[src/rtl/hs3_pkg.sv]
// Package: state encodings shared by the source and acceptor sequencers.
package hs3_pkg;

    // Source sequencer states.
    typedef enum logic [1:0] {
        SRC_IDLE  = 2'd0,  // waiting for a local byte
        SRC_SETUP = 2'd1,  // data on lines, waiting for every acceptor ready
        SRC_VALID = 2'd2,  // data-valid asserted, waiting for all accepted
        SRC_CLOSE = 2'd3   // data-valid released, waiting for not-accepted again
    } src_state_t;

    // Acceptor sequencer states.
    typedef enum logic {
        ACC_WAIT = 1'b0,   // not-accepted held, waiting for data-valid
        ACC_DONE = 1'b1    // byte latched, waiting for data-valid to drop
    } acc_state_t;

endpackage

[src/rtl/hs3_source.sv]
// Module: hs3_source
// Sends one byte per transfer over the interlocked three-line handshake.
// Assumes: sense inputs are synchronous to clk; drive outputs are pull-low
// enables (1 = line low = logic 1). en low holds the sequencer idle and
// releases all of its lines.
module hs3_source
    import hs3_pkg::*;
#(
    parameter int DATA_W = 8
) (
    input  logic              clk,
    input  logic              rst_n,
    input  logic              en,
    input  logic              tx_valid,
    output logic              tx_ready,
    input  logic [DATA_W-1:0] tx_data,
    input  logic              tx_end,
    input  logic              tx_cmd,
    input  logic              nrdy_sns,
    input  logic              nacc_sns,
    output logic [DATA_W-1:0] dat_drv,
    output logic              vld_drv,
    output logic              last_drv,
    output logic              ctl_drv
);

    src_state_t        state_q;
    logic [DATA_W-1:0] data_q;
    logic              end_q;
    logic              cmd_q;
    logic              busy;

    // Sequencer: idle -> setup -> valid -> close -> idle.
    always_ff @(posedge clk) begin
        if (!rst_n || !en) begin
            state_q <= SRC_IDLE;
        end else begin
            case (state_q)
                SRC_IDLE:  if (tx_valid) state_q <= SRC_SETUP;
                SRC_SETUP: if (nrdy_sns) state_q <= SRC_VALID;   // all ready
                SRC_VALID: if (nacc_sns) state_q <= SRC_CLOSE;   // all accepted
                SRC_CLOSE: if (!nacc_sns) state_q <= SRC_IDLE;   // re-armed
                default:   state_q <= SRC_IDLE;
            endcase
        end
    end

    // Byte register: loads on the local handshake.
    always_ff @(posedge clk) begin
        if (!rst_n) begin
            data_q <= '0;
            end_q  <= 1'b0;
            cmd_q  <= 1'b0;
        end else if (tx_ready && tx_valid) begin
            data_q <= tx_data;
            end_q  <= tx_end;
            cmd_q  <= tx_cmd;
        end
    end

    // Line drive: data and flags for the whole transfer, data-valid in one state.
    always_comb begin
        busy     = en && (state_q != SRC_IDLE);
        tx_ready = en && (state_q == SRC_IDLE);
        dat_drv  = busy ? data_q : '0;
        last_drv = busy && end_q;
        ctl_drv  = busy && cmd_q;
        vld_drv  = en && (state_q == SRC_VALID);
    end

endmodule

[src/rtl/hs3_acceptor.sv]
// Module: hs3_acceptor
// Takes bytes from the bus with the interlocked handshake into a one-entry
// local output. Assumes: sense inputs are synchronous to clk and low = logic 1.
// en low holds the sequencer idle and releases its lines; flush empties the
// held byte.
module hs3_acceptor
    import hs3_pkg::*;
#(
    parameter int DATA_W = 8
) (
    input  logic              clk,
    input  logic              rst_n,
    input  logic              en,
    input  logic              flush,
    input  logic [DATA_W-1:0] dat_sns,
    input  logic              vld_sns,
    input  logic              last_sns,
    input  logic              ctl_sns,
    output logic              nrdy_drv,
    output logic              nacc_drv,
    output logic              rx_valid,
    input  logic              rx_ready,
    output logic [DATA_W-1:0] rx_data,
    output logic              rx_end,
    output logic              rx_cmd
);

    acc_state_t        state_q;
    logic              full_q;
    logic [DATA_W-1:0] data_q;
    logic              end_q;
    logic              cmd_q;
    logic              capture;

    // Capture when data-valid is sensed (low) and the output has room.
    always_comb begin
        capture = en && (state_q == ACC_WAIT) && !vld_sns && !full_q;
    end

    // Sequencer: wait for data-valid, then wait for its release.
    always_ff @(posedge clk) begin
        if (!rst_n || !en) begin
            state_q <= ACC_WAIT;
        end else if (capture) begin
            state_q <= ACC_DONE;
        end else if (state_q == ACC_DONE && vld_sns) begin
            state_q <= ACC_WAIT;
        end
    end

    // Output entry: fills on capture, empties on local take or flush.
    always_ff @(posedge clk) begin
        if (!rst_n || flush) begin
            full_q <= 1'b0;
        end else if (capture) begin
            full_q <= 1'b1;
        end else if (full_q && rx_ready) begin
            full_q <= 1'b0;
        end
    end

    // Byte register: inverts the negative-logic lines on capture.
    always_ff @(posedge clk) begin
        if (!rst_n) begin
            data_q <= '0;
            end_q  <= 1'b0;
            cmd_q  <= 1'b0;
        end else if (capture) begin
            data_q <= ~dat_sns;
            end_q  <= ~last_sns;
            cmd_q  <= ~ctl_sns;
        end
    end

    // Line drive and local outputs.
    always_comb begin
        nacc_drv = en && (state_q == ACC_WAIT);
        nrdy_drv = en && ((state_q == ACC_DONE) || full_q);
        rx_valid = full_q;
        rx_data  = data_q;
        rx_end   = end_q;
        rx_cmd   = cmd_q;
    end

endmodule

[src/rtl/hs3_port.sv]
// Module: hs3_port (top)
// One byte port on an open-collector, negative-logic instrument bus. It
// selects source or acceptor role and applies the synchronous bus clear.
// Assumes: sense inputs are already synchronous to clk.
module hs3_port #(
    parameter int DATA_W = 8
) (
    input  logic              clk,
    input  logic              rst_n,
    input  logic              bus_clr,
    input  logic              source_mode,
    input  logic              tx_valid,
    output logic              tx_ready,
    input  logic [DATA_W-1:0] tx_data,
    input  logic              tx_end,
    input  logic              tx_cmd,
    output logic              rx_valid,
    input  logic              rx_ready,
    output logic [DATA_W-1:0] rx_data,
    output logic              rx_end,
    output logic              rx_cmd,
    output logic [DATA_W-1:0] dat_drv,
    input  logic [DATA_W-1:0] dat_sns,
    output logic              vld_drv,
    input  logic              vld_sns,
    output logic              nrdy_drv,
    input  logic              nrdy_sns,
    output logic              nacc_drv,
    input  logic              nacc_sns,
    output logic              last_drv,
    input  logic              last_sns,
    output logic              ctl_drv,
    input  logic              ctl_sns
);

    logic src_en;
    logic acc_en;

    // Role enables: the clear overrides both roles.
    always_comb begin
        src_en = source_mode && !bus_clr;
        acc_en = !source_mode && !bus_clr;
    end

    hs3_source #(.DATA_W(DATA_W)) u_src (
        .clk      (clk),
        .rst_n    (rst_n),
        .en       (src_en),
        .tx_valid (tx_valid),
        .tx_ready (tx_ready),
        .tx_data  (tx_data),
        .tx_end   (tx_end),
        .tx_cmd   (tx_cmd),
        .nrdy_sns (nrdy_sns),
        .nacc_sns (nacc_sns),
        .dat_drv  (dat_drv),
        .vld_drv  (vld_drv),
        .last_drv (last_drv),
        .ctl_drv  (ctl_drv)
    );

    hs3_acceptor #(.DATA_W(DATA_W)) u_acc (
        .clk      (clk),
        .rst_n    (rst_n),
        .en       (acc_en),
        .flush    (bus_clr),
        .dat_sns  (dat_sns),
        .vld_sns  (vld_sns),
        .last_sns (last_sns),
        .ctl_sns  (ctl_sns),
        .nrdy_drv (nrdy_drv),
        .nacc_drv (nacc_drv),
        .rx_valid (rx_valid),
        .rx_ready (rx_ready),
        .rx_data  (rx_data),
        .rx_end   (rx_end),
        .rx_cmd   (rx_cmd)
    );

endmodule

[config.mk]
export PLATFORM = sky130hd
export DESIGN_NAME = hs3_port
export DESIGN_NICKNAME = d
export VERILOG_FILES = /design/src/rtl/hs3_pkg.sv /design/src/rtl/hs3_source.sv /design/src/rtl/hs3_acceptor.sv /design/src/rtl/hs3_port.sv
export SDC_FILE = /design/constraint.sdc
export NUM_CORES = 1
export LEC_CHECK = 0
export BUFFER_PORTS_ARGS = -buffer_cell sky130_fd_sc_hd__buf_2
export CORE_MARGIN = 8
export CORE_UTILIZATION = 42
export CTS_BUF_LIST = sky130_fd_sc_hd__clkbuf_4 sky130_fd_sc_hd__clkbuf_8
export CTS_CLUSTER_DIAMETER = 50
export CTS_CLUSTER_SIZE = 24
export DETAILED_ROUTE_END_ITERATION = 7
export MAX_ROUTING_LAYER = met4
export PLACE_DENSITY = 0.89
export SYNTH_ARGS = -nofsm -noshare
export SYNTH_HDL_FRONTEND = slang
export SYNTH_SLANG_ARGS = --single-unit
[constraint.sdc]
create_clock -name clk -period 1.19 [get_ports clk]
set_input_delay 0.1785 -clock clk [delete_from_list [all_inputs] [get_ports clk]]
set_output_delay 0.1785 -clock clk [all_outputs]
set_load 0.01 [all_outputs]
### Word-level counts from Yosys, hierarchy flattened

Index checks and enable logic that the tools add are counted.

* add/sub/neg operators: 0
* multipliers: 0
* divide/modulo/power cells: 0
* order comparisons: 0
* equality and inequality tests: 7
* shift-type cells: 0
* mux-type cells: 10
* bitwise operators: 4
* reduce and logical (&&, ||, !) cells: 30

Operators by type and width (number)
* $logic_and 1x1->1: 14
* $mux 2: 4
* $mux 8: 1
* $ne 2x2->1 const B: 4
* $not 8->8: 1
* $pmux 2 s4: 1
* $logic_not 1->1: 7
* $reduce_bool 2->1: 3
* $eq 2x2->1 const B: 2
* $logic_or 1x1->1: 4
* $mux 1: 4
* $reduce_and 4->1: 1
* $not 1->1: 3
* $eq 2x1->1 const B: 1
* $logic_not 2->1: 1

* register bits after elaboration: 24
* bits in latches: 0
* RAM bits: 0
* bits in read-only memories: 0
* input port bits: 29
* output and inout port bits: 25
* memories kept: 0

### Longest topological paths before layout

* depth in word-level cells: 6
* depth in mapped cells: 6
* mapped depth without buffers: 5

### Modules after synthesis

Synthesis repeated with hierarchy kept, for this count alone.

* cell total of the unflattened synthesis: 131
* area total of the unflattened synthesis: 1196.1 sq um

Modules (own cells, without submodules)
* hs3_source: instances 1, cells each 76, area an instance 639.4 sq um, sequential area each 240.2 sq um
* hs3_acceptor: instances 1, cells each 53, area an instance 539.3 sq um, sequential area each 240.2 sq um
* hs3_port: instances 1, cells each 2, area an instance 17.5 sq um, sequential area each 0.0 sq um

### Worst setup path after synthesis

Ideal clock, no wire load.

* path kind: register to output
* from: register u_src.state_q[0]
* to: output ctl_drv
* arrival: 1.073 ns
* required time: 1.012 ns
* setup slack: -0.062 ns
* cell stages (with the launch flop): 5
* buffers on the path: 0
* path through: dfxtp_1 inv_1 ha_1 and2b_2 and2_1

* cells in the longest elaborated chain, start to end: 3

Ends and longest elaborated chain
* start: declaration: line hs3_source.sv:27 `src_state_t state_q;`
* start signal: assignment: line hs3_source.sv:36 `state_q <= SRC_IDLE;`
* start signal: assignment: line hs3_source.sv:39 `SRC_IDLE: if (tx_valid) state_q <= SRC_SETUP;`
* start signal: assignment: line hs3_source.sv:40 `SRC_SETUP: if (nrdy_sns) state_q <= SRC_VALID;`
* $reduce_bool 2->1: line hs3_source.sv:63 `busy = en && (state_q != SRC_IDLE);`
* $logic_and 1x1->1: line hs3_source.sv:63
* $logic_and 1x1->1: line hs3_source.sv:67 `ctl_drv = busy && cmd_q;`
* end: declaration: line hs3_port.sv:32 `output logic ctl_drv,`

Every way passes these cells.

### Worst setup path after layout

* from: register u_src.state_q[0]
* to: output tx_ready

* cells in the longest elaborated chain, start to end: 2

Ends and longest elaborated chain
* $logic_not 2->1: line hs3_source.sv:64 `tx_ready = en && (state_q == SRC_IDLE);`
* $logic_and 1x1->1: line hs3_source.sv:64
* end: declaration: line hs3_port.sv:13 `output logic tx_ready,`

Every way passes these cells.

==> qor.yml <==
timing:
  finalHoldViolations: 0
  maxSlewHeadroom_pct: 81.8
  hold_ws_ps: 98.9
  fin_ws_ps: -379
  post-route-period-util_pct: 132
  grt_setup_unrepaired: "yes"
  skew_ps: 5.99
  drv_slew: 0
  fmax_ghz: 0.637
  setup_viol: 24
  tightest_slew_ps: 272
  min_period_ps: 1570
global_route:
  grt_pass1_vias: 1163
  grt_max_degree: 21
  grt_pass1_wl_um: 5260
  antenna_found_initial: 0
  grt_usage_pct: 14.8
  grt_overflow: 0
critical_path:
  slowest_delay_ps: 360
  startpoint_type: "flop"
  cp_max_fo: 3
  critPathRequiredTime_ps: 1010
  path_cells: "inv_2 -> ha_4 -> buf_4 -> buf_6 -> and2_1 -> buf_2"
  critPathKind: "flop to output port"
  critPathArrivalTime_ps: 1390
  cp-end-kind: "output port"
  cp_slowest_cell: "dfxtp_2"
logic_synthesis:
  syn_area_um2: 1100
  synth_warnings: 0
  yosys_most_used_dff: "dfxtp_1"
  synthCells: 125
  ys_seq_area_share_pct: 43.5
  syn_nets: 158
  synth_edf_count: 0
  ys_ff_latch: 24
  synth_cell_type_count: 26
  synth.avg_cell_area_um2: 8.84
  synthArstFlopShare_pct: 0
pwr:
  p_leak_uw: 0.000937
  ir_worst_vdd_mv: 0.856
  power.density_nw_per_um2: 791
detailed_routing:
  drtPass1Iterations: 4
  drt_iter0_drc: 55
  wl_per_cell_um: 15.8
  drc: 0
  viasPerCell: 5.33
  wl_um: 3530
  ant_nets: 0
  num_vias: 1194
clock_network:
  ctsHoldBuffers: 0
  numCtsBuffers: 3
  clk_pin_slew_ps: 120
  root_buffer: "clkbuf_4"
  cts_max_path_buffers: 2
  cts_tree: "built"
  h-tree-depth: 1
  cts_sinks: 24
  clk_latency_ps: 300
layout:
  finalNonFillerCells: 224
  fillCellCount: 179
  drive_gt1_share_pct: 58.8
  num_antenna_cells: 0
  finalNetCount: 229
  area_growth_pct: 67.6
  post-route-cell-area_um2: 1850
run_status:
  outcome: "complete, but fails checks"
  violations: "negative setup slack"
floorplan:
  die_h_um: 67.3
  num_io_pins: 54
  die-area_um2: 4530
  rows: 18
  core_um2: 2480
  die_w_um: 67.3
  start_util_pct: 44.6
place:
  place_area_um2: 1520
  place.gp.congestion: 0.781
  pre_cts_slack_ps: -155
  hpwl_um: 2260
  io_buffers: 53
  post-place-cells: 213
run:
  drv_cap: 0
hold_path:
  hp-class: "primary input to flop"
==> what timing repair did <==
action / in CTS / in global routing
pin swaps: 11 / 12
resized for setup: 35 / 15
cloned: 1 / 2
buffers inserted: 4 / 2
endpoints found under the setup margin: 25 / 26
==> metrics by stage <==
| stage | TNS, ps | power, uW | util [%] |
|---|---|---|---|
| 5_1_grt | -7270 | 1540 | 74.7 |
| 3_3_place_gp | -1020 | 1090 | 61.3 |
| 4_1_cts | -5100 | 1450 | 69.8 |
| 3_5_place_dp | -1480 | 1090 | 61.3 |
| 6_report | -5830 | 1460 | 74.7 |
| 2_1_floorplan | 0 | 974 | - |
==> kinds of logic (layout without fill, tap and decap cells) <==
kind of cell / after synthesis / in the layout / share of synthesized area, %
multiplexers: 1 / 1 / 0.906
flip-flops: 24 / 24 / 43.5
AO/OA/AOI/OAI: 24 / 24 / 15.9
AND/OR/NAND/NOR: 61 / 62 / 30.1
buffers and inverters: 11 / 79 / 5.10
adder cells (fa/ha/maj): 4 / 4 / 4.53
==> power by group <==
part	leakage (uW)	internal [uW]	switching, uW
Sequential	0.000198	834	18.7
Clock	0.0000138	118	218
Combinational	0.000725	146	129
Total	0.000937	1100	367
==> critical path, delay by kind of cell, from the launching register on <==
family | cells | cell delay (ps)
and+or+nand+nor | 1 | 120
buffers and inverters | 4 | 450
adders and majority gates | 1 | 160
DFF | 1 | 360
==> area by class of cell <==
cell class / count / area (um2) / area share, %
Multi-Input combinational cell: 91 / 743 / 40.1
Tap cell: 30 / 37.5 / 2.03
Timing Repair Buffer: 74 / 553 / 29.9
Inverter: 2 / 7.51 / 0.405
Clock buffer: 3 / 22.5 / 1.22
Sequential cell: 24 / 488 / 26.4
==> final timing paths <==
path | from | slack [ps] | endpoint | cells after the start
worst max register to register | u_src.state_q[0] | -160 | u_src.data_q[2] | 7
worst max-delay path | u_src.state_q[0] | -380 | tx_ready | 6
worst min-delay path | tx_cmd | 100 | u_src.cmd_q | 3
worst min register to register | u_src.cmd_q | 470 | u_src.cmd_q | 2
==> Yosys cell counts (all sizes together) (3+ instances only) <==
| master | n | area (um2) |
|---|---|---|
| o211a | 10 | 100 |
| nand2 | 11 | 41.3 |
| o21ai | 10 | 50.1 |
| dfxtp | 24 | 480 |
| nand2b | 3 | 18.8 |
| clkbuf | 4 | 15.0 |
| nand3 | 20 | 100 |
| and2 | 13 | 81.3 |
| nor3 | 3 | 20.0 |
| ha | 4 | 50.1 |
| buf | 5 | 33.8 |
==> per-layer routing <==
metal,GRT usage [%],share of wire [%]
met5,-,0
met4,1.57,1.2
met3,3.81,6.3
met2,26.4,52
met1,16.7,40
==> placed cells by master, fill, tap and decap left out, types with 2 or more instances in the layout <==
cell / instances
buf_2: 43
dfxtp_1: 20
nand3_1: 18
buf_4: 15
buf_6: 12
nand2_1: 11
and2_4: 10
o211a_1: 10
o21ai_1: 7
ha_4: 4
nor3_2: 3
and2_1: 3
clkbuf_4: 3
dfxtp_2: 3
nor2b_1: 2
inv_2: 2
nor2_4: 2
nand2b_4: 2
nand4_1: 2
nand3_2: 2
o21ai_0: 2
clkbuf_16: 2
buf_12: 2
Power figures use the tool's default switching activity.
